$ cat src/rtl/sr_dac_pkg.sv
package sr_dac_pkg;
  localparam int unsigned DEF_SAMPLE_W     = 16;
  localparam int unsigned DEF_NUM_CH       = 2;
  localparam int unsigned DEF_FRAME_CYCLES = 256;

  // Position of the master-clock counter within one sample period
  typedef enum logic [1:0] {
    PH_LOAD  = 2'd0,  // frame start: capture a frame, start the enable
    PH_SHIFT = 2'd1,  // advance the shift register
    PH_LATCH = 2'd2,  // last bit is out: schedule the latch strobe
    PH_IDLE  = 2'd3   // chain clock stopped
  } phase_t;
endpackage

$ cat src/rtl/sr_dac_frame_timer.sv
module sr_dac_frame_timer
  import sr_dac_pkg::*;
#(
  parameter int unsigned FRAME_CYCLES = DEF_FRAME_CYCLES,
  parameter int unsigned SHIFT_BITS   = DEF_SAMPLE_W * DEF_NUM_CH
) (
  input  logic   clk,
  input  logic   rst,
  output phase_t phase
);
  localparam int unsigned CNT_W = $clog2(FRAME_CYCLES);
  localparam logic [CNT_W-1:0] POS_LAST  = CNT_W'(FRAME_CYCLES - 1);
  localparam logic [CNT_W-1:0] POS_LATCH = CNT_W'(SHIFT_BITS);

  logic [CNT_W-1:0] pos;

  always_ff @(posedge clk) begin
    if (rst) begin
      pos <= '0;
    end else if (pos == POS_LAST) begin
      pos <= '0;
    end else begin
      pos <= pos + 1'b1;
    end
  end

  always_comb begin
    if (pos == '0) begin
      phase = PH_LOAD;
    end else if (pos < POS_LATCH) begin
      phase = PH_SHIFT;
    end else if (pos == POS_LATCH) begin
      phase = PH_LATCH;
    end else begin
      phase = PH_IDLE;
    end
  end
endmodule

$ cat src/rtl/sr_dac_frame_store.sv
module sr_dac_frame_store #(
  parameter int unsigned SAMPLE_W = 16,
  parameter int unsigned NUM_CH   = 2
) (
  input  logic                       clk,
  input  logic                       rst,
  input  logic                       take,
  input  logic                       in_valid,
  input  logic [SAMPLE_W*NUM_CH-1:0] in_frame,
  input  logic                       ob_mode,
  output logic [SAMPLE_W*NUM_CH-1:0] load_word,
  output logic                       underrun
);
  localparam int unsigned WORD_W = SAMPLE_W * NUM_CH;

  logic [WORD_W-1:0] held;
  logic [WORD_W-1:0] raw_sel;

  assign raw_sel = in_valid ? in_frame : held;

  // Per-sample offset-binary conversion: flip the sign bit of each channel
  for (genvar ch = 0; ch < NUM_CH; ch++) begin : g_ch
    assign load_word[ch*SAMPLE_W + SAMPLE_W-1] =
      raw_sel[ch*SAMPLE_W + SAMPLE_W-1] ^ ob_mode;
    assign load_word[ch*SAMPLE_W +: (SAMPLE_W-1)] =
      raw_sel[ch*SAMPLE_W +: (SAMPLE_W-1)];
  end

  always_ff @(posedge clk) begin
    if (rst) begin
      held     <= '0;
      underrun <= 1'b0;
    end else if (take) begin
      if (in_valid) begin
        held <= in_frame;
      end else begin
        underrun <= 1'b1;
      end
    end
  end
endmodule

$ cat src/rtl/sr_dac_shifter.sv
module sr_dac_shifter #(
  parameter int unsigned WORD_W = 32
) (
  input  logic              clk,
  input  logic              rst,
  input  logic              load,
  input  logic              step,
  input  logic [WORD_W-1:0] load_word,
  output logic              ser_data
);
  logic [WORD_W-1:0] shreg;

  always_ff @(posedge clk) begin
    if (rst) begin
      shreg <= '0;
    end else if (load) begin
      shreg <= load_word;
    end else if (step) begin
      shreg <= {shreg[WORD_W-2:0], 1'b0};
    end
  end

  // Retime onto the falling edge so the external chain sees the bit
  // settled around the rising edge that clocks it in.
  always_ff @(negedge clk) begin
    if (rst) begin
      ser_data <= 1'b0;
    end else begin
      ser_data <= shreg[WORD_W-1];
    end
  end
endmodule

$ cat src/rtl/sr_dac_framer.sv
module sr_dac_framer
  import sr_dac_pkg::*;
#(
  parameter int unsigned SAMPLE_W     = DEF_SAMPLE_W,
  parameter int unsigned NUM_CH       = DEF_NUM_CH,
  parameter int unsigned FRAME_CYCLES = DEF_FRAME_CYCLES
) (
  input  logic                       clk,
  input  logic                       rst,
  input  logic [SAMPLE_W*NUM_CH-1:0] in_frame,
  input  logic                       in_valid,
  output logic                       in_ready,
  input  logic                       ob_mode,
  output logic                       ser_data,
  output logic                       shift_en,
  output logic                       latch_stb,
  output logic                       underrun
);
  localparam int unsigned WORD_W = SAMPLE_W * NUM_CH;

  phase_t            phase;
  logic              start;
  logic [WORD_W-1:0] load_word;

  sr_dac_frame_timer #(
    .FRAME_CYCLES(FRAME_CYCLES),
    .SHIFT_BITS  (WORD_W)
  ) timer_i (
    .clk  (clk),
    .rst  (rst),
    .phase(phase)
  );

  assign start    = (phase == PH_LOAD) && !rst;
  assign in_ready = start;

  sr_dac_frame_store #(
    .SAMPLE_W(SAMPLE_W),
    .NUM_CH  (NUM_CH)
  ) store_i (
    .clk      (clk),
    .rst      (rst),
    .take     (start),
    .in_valid (in_valid),
    .in_frame (in_frame),
    .ob_mode  (ob_mode),
    .load_word(load_word),
    .underrun (underrun)
  );

  sr_dac_shifter #(
    .WORD_W(WORD_W)
  ) shifter_i (
    .clk      (clk),
    .rst      (rst),
    .load     (start),
    .step     (phase == PH_SHIFT),
    .load_word(load_word),
    .ser_data (ser_data)
  );

  always_ff @(posedge clk) begin
    if (rst) begin
      shift_en  <= 1'b0;
      latch_stb <= 1'b0;
    end else begin
      shift_en  <= (phase == PH_LOAD) || (phase == PH_SHIFT);
      latch_stb <= (phase == PH_LATCH);
    end
  end
endmodule

$ cat config.mk
export PLATFORM = sky130hd
export DESIGN_NAME = sr_dac_framer
export DESIGN_NICKNAME = d
export VERILOG_FILES = /design/src/rtl/sr_dac_pkg.sv /design/src/rtl/sr_dac_frame_timer.sv /design/src/rtl/sr_dac_frame_store.sv /design/src/rtl/sr_dac_shifter.sv /design/src/rtl/sr_dac_framer.sv
export SDC_FILE = /design/constraint.sdc
export NUM_CORES = 1
export LEC_CHECK = 0
export ABC_AREA = 0
export BUFFER_PORTS_ARGS = -buffer_cell sky130_fd_sc_hd__buf_2
export CAP_MARGIN = 15
export CORE_ASPECT_RATIO = 0.7
export CORE_MARGIN = 1
export CORE_UTILIZATION = 57
export DETAILED_ROUTE_END_ITERATION = 16
export GPL_ROUTABILITY_DRIVEN = 0
export GPL_TIMING_DRIVEN = 1
export PLACE_DENSITY = 0.77
export REMOVE_ABC_BUFFERS = 1
export SETUP_SLACK_MARGIN = 0.05
export SLEW_MARGIN = 20
export SYNTH_ARGS = -nofsm -noshare
export SYNTH_HDL_FRONTEND = slang
export SYNTH_HIERARCHICAL = 1
export SYNTH_SLANG_ARGS = --single-unit
$ cat constraint.sdc
create_clock -name clk -period 6.7 [get_ports clk]
set_clock_uncertainty 0.05 [all_clocks]
set_input_delay 1.005 -clock clk [delete_from_list [all_inputs] [get_ports clk]]
set_output_delay 1.005 -clock clk [all_outputs]
set_load 0.1 [all_outputs]
**Yosys cells after proc, flatten, opt, wreduce, memory -nomap -nowiden**

Cells that the tools add are included.

- Bits in registers: 76
- Input bits: 36
- Output and inout port bits: 5
- Logic and storage cells: 30

- Add/subtract/negate cells: 1
- $lt $le $gt $ge: 1
- Equality and inequality tests: 4
- Multiplexer cells: 6
- Bitwise logic cells: 3
- Reductions and logical operators: 8

Operator list:

| kind | number |
|---|---|
| two-way mux 32 bit | 3 |
| adder 8 x 1 -> 8 bit, second input constant | 1 |
| equality test 8 x 6 -> 1 bit, second input constant | 1 |
| equality test 8 bit, second input constant | 1 |
| zero test 8 bit | 1 |
| < comparator 8 x 6 -> 1 bit, second input constant | 1 |
| two-way mux 2 bit | 2 |
| equality test 2 x 1 -> 1 bit, second input constant | 1 |
| equality test 2 bit, second input constant | 1 |
| zero test 2 bit | 1 |
| AND reduction 2 bit | 1 |
| nonzero test 2 bit | 1 |
| OR reduction 2 bit | 1 |
| XOR 1 bit | 2 |
| logical AND 1 bit | 1 |
| zero test 1 bit | 1 |
| logical OR 1 bit | 1 |
| two-way mux 1 bit | 1 |
| NOT 1 bit | 1 |

**Depth between registers and ports, before layout**

Gate-level depths: netlist of run 1.

- Depth after elaboration: 7
- Depth in mapped cells: 9
- Mapped depth without buffers: 7

**By module**

The synthesis of run 1 kept the hierarchy.

Modules (own cells, without submodules):

| module | instances | cells each | area each (um^2) | seq. area each (um^2) |
|---|---|---|---|---|
| sr_dac_frame_store | 1 | 218 | 2108.3 | 660.6 |
| sr_dac_shifter | 1 | 146 | 1695.4 | 660.6 |
| sr_dac_frame_timer | 1 | 43 | 375.4 | 160.2 |
| sr_dac_framer | 1 | 6 | 70.1 | 40.0 |

==> metrics.md, run 1 <==
| Metric | Value |
|---|---|
| Number of iterations in the first detailed-routing pass | 4 |
| Largest buffer count on any clock path | 2 |
| Antenna-violating nets left | 0 |
| Number of buffers created by CTS | 9 |
| Wire length of the first global-routing pass | 11.6 mm |
| Number of pins exceeding their max-slew limit in the final report | 0 |
| Worst vdd ir | between 0.1 and 0.15 mV |
| Number of gates resized after CTS | 0 |
| Run status | completed |
| Final setup vio count | 0 |
| Critical-path cell list | buf_2 |
| Post-synthesis cell type count | 36 |
| Leading area contributor after synthesis | sky130_fd_sc_hd__dfxtp_1 |
| Synth Warn # | 6 |
| Count of buffer and inverter cells on the critical path | 1 |
| Global routing usage on met3 | between 5 and 6% |
| Max-cap viol count | 0 |
| Critical path type | reg2out |
| Hpwl dp | ~4.2 mm |
| Cell with the biggest individual delay on the critical path | sky130_fd_sc_hd__buf_2 |
| Core area | 6980 sq um |
| Number of gates on the worst path with buffers counted | 1 |
| Hold Path Depth | 2 |
| GRT busiest layer | met2 |
| Setup slack at placement | ~1.6 ns |
| Overall die area | about 8000 sq um |
| Average footprint of a synthesized cell | roughly 10 sq um |
| Top-Level Pins | 41 |
| Cell type group with the largest total delay on the critical path | buffers and inverters |
| Fraction of layout cells with a size suffix above 1 | between 30% and 40% |
| Setup slack of the worst register-to-register path | ~2.8 ns |
| Total via count in the routed design | around 2,800 |
| Number of cell instances on the worst register-to-register path | 1 |
| Met1 Track Usage GR | between 20% and 30% |
| Area added between synthesis and finish | 0.648% |
| Maximum number of pins on one net before global-route repair | roughly 100 |
| Slack of the critical path | ~1.2 ns |
| Netlist area before placement | 4250 sq um |
| DR vias/cell | about 5.5 |
| Starting utilization of the core area | between 60% and 70% |
| Worst setup SP type | flop |
| Wirelength per Cell | 14.0 um |
| Clock latency of the later-clocked register in the worst-skew pair | around 0.35 ns |
| Arr. time, crit path | 4.45 ns |
| Remaining DRCs | 0 |
| Leading post-synthesis cells by cell area | sky130_fd_sc_hd__dfxtp_1 (36%), sky130_fd_sc_hd__a211oi_2 (8.8%), sky130_fd_sc_hd__mux2_2 (8.0%), sky130_fd_sc_hd__mux2i_1 (7.8%), sky130_fd_sc_hd__buf_4 (5.7%) |
| Met2 demand-to-capacity share in global routing | 29.8% |
| Antenna violations before repair | 0 |
| Overflow after GRT | 0 |
| Clk slew on worst S/H paths | approximately 0.07 ns |
| # H-tree levels | 3 |
| Number of hold violations in the final report | 0 |
| Unrepaired setup endpoints after global routing | no |
| Post-synth top area share | 35.8% |
| Total global routing track utilization | a little under a fifth |
| TritonCTS Sinks | 76 |
| CTS tree | built |
| ANT cells | 0 |
| Number of DRC markers after the initial detailed-route iteration | between 150 and 200 |
| Number of register bits inferred by synthesis | 76 |
| Port Buf Inserts | 40 |
| Max-Slew Margin vs Limit | between 30% and 40% |
| Synthesized instance count | between 400 and 500 |
| Share of the core filled with cells | about 61% |
| Vertical extent of the die | 74.2 um |
| Highest net fanout along the worst path | 1 |
| Total length of routed wires | 7.01 mm |
| Sum of internal, switching and leakage power | roughly 0.0011 W |
| Required time at the worst-slack endpoint | ~5.6 ns |
| Number of buffers inserted to repair setup after CTS | 0 |
| Width of the die | 105 um |
| Static Leak | 1.65 nW |
| Nets | 440 |
| # rows | 25 |
| Root Buffer | sky130_fd_sc_hd__clkbuf_8 |
| CTS Hold Bufs | 0 |
| CP max stage delay | between 0.4 and 0.5 ns |
| Vias in the first global route | 2,501 |
| Post-synthesis sequential area ratio | 35.8% |
| Cell Pwr Density | between 200 and 300 nW/um^2 |
| Worst Hold Class | reg2reg |
| Slew of the pin with the lowest slew margin | around 1 ns |
| Element type at the critical path end | output port |
==> logic make-up after synthesis <==
logic type      Yosys count  share of synthesized area, %
fa+ha+maj                 2                         0.589
buf+inv                  72                          13.0
mux                      63                          15.7
flops                    76                          35.8
compound gates          105                          21.8
simple gates             90                          12.1
xor+xnor                  5                          1.03
==> flip-flops by register name, summed over array words and instances (netlist names) <==
signal	count
store_i/held	32
shifter_i/shreg	32
timer_i/pos	8
store_i/underrun	1
shift_en	1
shifter_i/ser_data	1
latch_stb	1
==> report_power, final <==
part           switching, W  internal (W)
registers         0.0000209      0.000490
logic              0.000133      0.000103
clock network      0.000170      0.000181
==> metrics by stage <==
step                area (sq um)  TNS [ns]  std cells  hold slack [ns]
finish                      4280         0        501            0.406
global route                4280         0        501            0.436
CTS                         4280         0        501            0.408
detailed placement          4080         0        485            0.391
global placement            4080         0        485            0.379
floorplan                   3720   -183.21        347            0.402
==> per-layer routing <==
layer | up-vias | wire, um | part of all wire (%)
li1 | 1404 | - | -
met1 | 1303 | 3520 | 50
met2 | 41 | 3140 | 45
met3 | 10 | 265 | 3.8
met4 | 0 | 76 | 1.1
met5 | - | 0 | 0
==> final timing paths <==
check | from | end
hold / removal | store_i/underrun | store_i/underrun
setup reg to reg | shifter_i/shreg[31] | shifter_i/ser_data
hold reg to reg | store_i/underrun | store_i/underrun
setup / recovery | shifter_i/ser_data | ser_data
==> layout make-up <==
cell class | count | area, sq um
Sequential cell | 76 | 1520
Clock inverter | 7 | 67.6
Timing Repair Buffer | 44 | 233
Clock buffer | 10 | 138
Fill cell | 588 | 2700
Inverter | 5 | 18.8
Multi-Input combinational cell | 265 | 2180
Tap cell | 94 | 118
==> cell usage in the layout (no fill, tap or decap), drive strengths merged <==
cell / instances
dfxtp: 76
buf: 44
a21oi: 37
nand3: 35
mux2i: 33
nor2b: 32
a21bo: 32
a211oi: 31
mux2: 30
clkbuf: 10
nor2: 7
inv: 6
clkinvlp: 4
nand2: 4
or3: 4
xnor2: 3
nand4: 2
o21ai: 2
xor2: 2
ha: 2
and2b: 1
nor3b: 1
nor3: 1
bufinv: 1
clkinv: 1
or3b: 1
nand2b: 1
nor4b: 1
o21bai: 1
a21boi: 1
a22oi: 1
==> cell usage after synthesis <==
library cell	n
sky130_fd_sc_hd__dfxtp_1	76
sky130_fd_sc_hd__a21oi_1	36
sky130_fd_sc_hd__mux2i_1	33
sky130_fd_sc_hd__nand3_1	33
sky130_fd_sc_hd__buf_4	32
sky130_fd_sc_hd__nor2b_1	32
sky130_fd_sc_hd__a211oi_2	30
sky130_fd_sc_hd__mux2_2	30
sky130_fd_sc_hd__a21bo_1	18
sky130_fd_sc_hd__a21bo_2	14
sky130_fd_sc_hd__buf_2	11
sky130_fd_sc_hd__buf_6	11
sky130_fd_sc_hd__clkbuf_1	7
sky130_fd_sc_hd__nor2_1	7
sky130_fd_sc_hd__inv_1	6
sky130_fd_sc_hd__buf_12	4
sky130_fd_sc_hd__nand2_1	4
sky130_fd_sc_hd__or3_1	4
sky130_fd_sc_hd__xnor2_1	3
sky130_fd_sc_hd__ha_1	2
sky130_fd_sc_hd__nand3_2	2
sky130_fd_sc_hd__nand4_1	2
sky130_fd_sc_hd__o21ai_0	2
sky130_fd_sc_hd__xor2_1	2
sky130_fd_sc_hd__a211oi_1	1
sky130_fd_sc_hd__a21boi_0	1
sky130_fd_sc_hd__a21oi_2	1
sky130_fd_sc_hd__a22oi_1	1
sky130_fd_sc_hd__and2b_2	1
sky130_fd_sc_hd__buf_1	1
sky130_fd_sc_hd__nand2b_1	1
sky130_fd_sc_hd__nor3_1	1
sky130_fd_sc_hd__nor3b_2	1
sky130_fd_sc_hd__nor4b_1	1
sky130_fd_sc_hd__o21bai_1	1
sky130_fd_sc_hd__or3b_1	1
Note: power is estimated with default switching activity, not from simulation.
==> run 2, diff against run 1 <==
Clock period 6.7 ns to 5.6 ns, I/O delays scaled along.
==> run 2 against run 1 <==
Critical path depth is the same; final area grew 0.91%; flip-flop and latch count is the same; global-route usage grew 0.49 points; non-clock buffer count is the same; combinational power grew 19%; routed wire length grew 0.80%; clock-buffer cell count is the same; core utilization grew 0.56 points; cell count is the same; sequential power grew 20%; critical path type unchanged.
==> metrics.md, run 2 (synthesis results as in run 1) <==
| Metric | Value |
|---|---|
| Overflow after GRT | 0 (unchanged) |
| Worst setup SP type | flop |
| ANT cells | 0 (unchanged) |
| Total non-filler cell area in the finished layout | 4320 sq um (+0.91%) |
| Total via count in the routed design | 2,765 (+0.25%) |
| Commonest non-fill, non-tap cells in the layout | sky130_fd_sc_hd__dfxtp_1 (76), sky130_fd_sc_hd__buf_2 (39), sky130_fd_sc_hd__a21oi_1 (36), sky130_fd_sc_hd__mux2i_1 (33), sky130_fd_sc_hd__nand3_1 (33) |
| Setup slack at placement | 1.21 ns (-0.378 ns) |
| Number of pins exceeding their max-slew limit in the final report | 0 (unchanged) |
| Final setup vio count | 0 (unchanged) |
| Share of total power consumed by net switching | 27.8% (-1.7 points) |
| Sequential fraction of design power | 43.8% (-2.7 points) |
| Top-Level Pins | 41 (unchanged) |
| Critical-path cell list | buf_2 |
| Slack of the critical path | 0.819 ns (-0.378 ns) |
| Worst Hold Class | reg2reg |
| CTS tree | built |
| Element type at the critical path end | output port |
| Count of buffer and inverter cells on the critical path | 1 (unchanged) |
| CTS Hold Bufs | 0 (unchanged) |
| Hold Path Depth | 2 (unchanged) |
| Required time at the worst-slack endpoint | 4.71 ns (-0.93 ns) |
| Starting utilization of the core area | 60.9% (unchanged) |
| Registers with the most flip-flops | shifter_i/shreg: 32 flops, store_i/held: 32 flops, timer_i/pos: 8 flops |
| Number of hold violations in the final report | 0 (unchanged) |
| Slew of the pin with the lowest slew margin | 0.999 ns (+0.00528 ns) |
| Total placed cells including tap cells | 485 (unchanged) |
| Worst vdd ir | 0.193 mV (+58%) |
| Part of the power in the clock network | 36.0% (+4.0 points) |
| Hpwl dp | 4.31 mm (+1.5%) |
| Highest net fanout along the worst path | 1 (unchanged) |
| Vertical extent of the die | 74.2 um (unchanged) |
| Total length of routed wires | 7.06 mm (+0.80%) |
| Antenna-violating nets left | 0 (unchanged) |
| Power dissipated by switching net loads | 0.000388 W (+20%) |
| Core area | 6980 sq um (unchanged) |
| Clock latency of the later-clocked register in the worst-skew pair | 0.35 ns (about the same) |
| Number of gates resized after CTS | 0 (unchanged) |
| Area added between synthesis and finish | 1.56% |
| Number of cell instances on the worst register-to-register path | 1 (unchanged) |
| Largest buffer count on any clock path | 2 (unchanged) |
| Wire length of the first global-routing pass | 11.8 mm (+1.8%) |
| Arr. time, crit path | 3.89 ns (-0.56 ns) |
| Remaining DRCs | 0 (unchanged) |
| Clk slew on worst S/H paths | 0.07 ns (about the same) |
| Root Buffer | sky130_fd_sc_hd__clkbuf_8 |
| Cell with the biggest individual delay on the critical path | sky130_fd_sc_hd__buf_2 |
| Cell type group with the largest total delay on the critical path | buffers and inverters |
| Area after detailed placement | 4080 sq um (unchanged) |
| CP max stage delay | 0.41 ns (about the same) |
| Port Buf Inserts | 40 (unchanged) |
| Fraction of layout cells with a size suffix above 1 | 34.2% (unchanged) |
| Overall die area | 7810 sq um (unchanged) |
| Final cell count without fillers | 501 (unchanged) |
| Width of the die | 105 um (unchanged) |
| Total global routing track utilization | 19.2% (+0.49 points) |
| Cell Pwr Density | 323 nW/um^2 (+26%) |
| Number of buffers inserted to repair setup after CTS | 0 (unchanged) |
| Antenna violations before repair | 0 (unchanged) |
| # H-tree levels | 3 (unchanged) |
| TritonCTS Sinks | 76 (unchanged) |
| Number of gates on the worst path with buffers counted | 1 (unchanged) |
| Unrepaired setup endpoints after global routing | no |
| Max-Slew Margin vs Limit | 33.4% (-0.35 points) |
| Wirelength per Cell | 14.1 um (+0.80%) |
| Number of iterations in the first detailed-routing pass | 5 (+1) |
| DR vias/cell | 5.52 (+0.25%) |
| Number of DRC markers after the initial detailed-route iteration | 157 (-14%) |
| Most common cell after layout, fill and taps aside | sky130_fd_sc_hd__dfxtp_1 |
| Vias in the first global route | 2,540 (+1.6%) |
| Run status | completed |
| Critical path type | reg2out |
| Static Leak | 1.68 nW (+1.7%) |
| Max-cap viol count | 0 (unchanged) |
| Number of buffers created by CTS | 9 (unchanged) |
| # rows | 25 (unchanged) |
| Nets | 440 (unchanged) |
| Maximum number of pins on one net before global-route repair | 98 (unchanged) |
| Internal power contribution | 0.00101 W (+30%) |
| Proportion of power drawn by combinational gates | 20.2% (-1.3 points) |
## run 2: power groups by stage
stage | Combinational [W] | Sequential [W] | Clock [W]
global route | 0.000308 | 0.000616 | 0.000537
detailed placement | 0.000283 | 0.000623 | 0.00000224
floorplan | 0.000206 | 0.000630 | 0.00000224
finish | 0.000282 | 0.000611 | 0.000502
CTS | 0.000285 | 0.000611 | 0.000513
global placement | 0.000275 | 0.000621 | 0.00000224
## run 2: layout make-up
cell class | instances | area (sq um)
repair buffers | 44 | 233
flip-flops and latches | 76 | 1520
fillers | 616 | 2660
clock inverters | 7 | 116
inverters | 5 | 18.8
well taps | 94 | 118
multi-input cells | 265 | 2180
clock buffers | 10 | 128
## run 2: final timing paths
path                                           from                 end  slack [ns]
worst max-delay path             shifter_i/ser_data            ser_data        0.82
worst min-delay path               store_i/underrun    store_i/underrun        0.40
worst max register to register  shifter_i/shreg[31]  shifter_i/ser_data        2.20
worst min register to register     store_i/underrun    store_i/underrun        0.40
## run 2: stage by stage
step | util, % | power, W | TNS (ns) | hold WS, ns
global route | 61.9 | 0.00146 | 0 | 0.424
finish | 61.9 | 0.00140 | 0 | 0.397
detailed placement | 58.4 | 0.000909 | 0 | 0.389
global placement | 58.4 | 0.000899 | 0 | 0.380
floorplan | - | 0.000838 | -248.10 | 0.402
CTS | 61.9 | 0.00141 | 0 | 0.404
## run 2: per-layer routing
layer | up-vias | routed length, um | GRT usage, %
met5 | - | 0 | 0
met4 | 0 | 74 | 5.16
met3 | 9 | 231 | 5.78
met2 | 41 | 3150 | 30.6
met1 | 1306 | 3610 | 25.6
li1 | 1409 | - | -
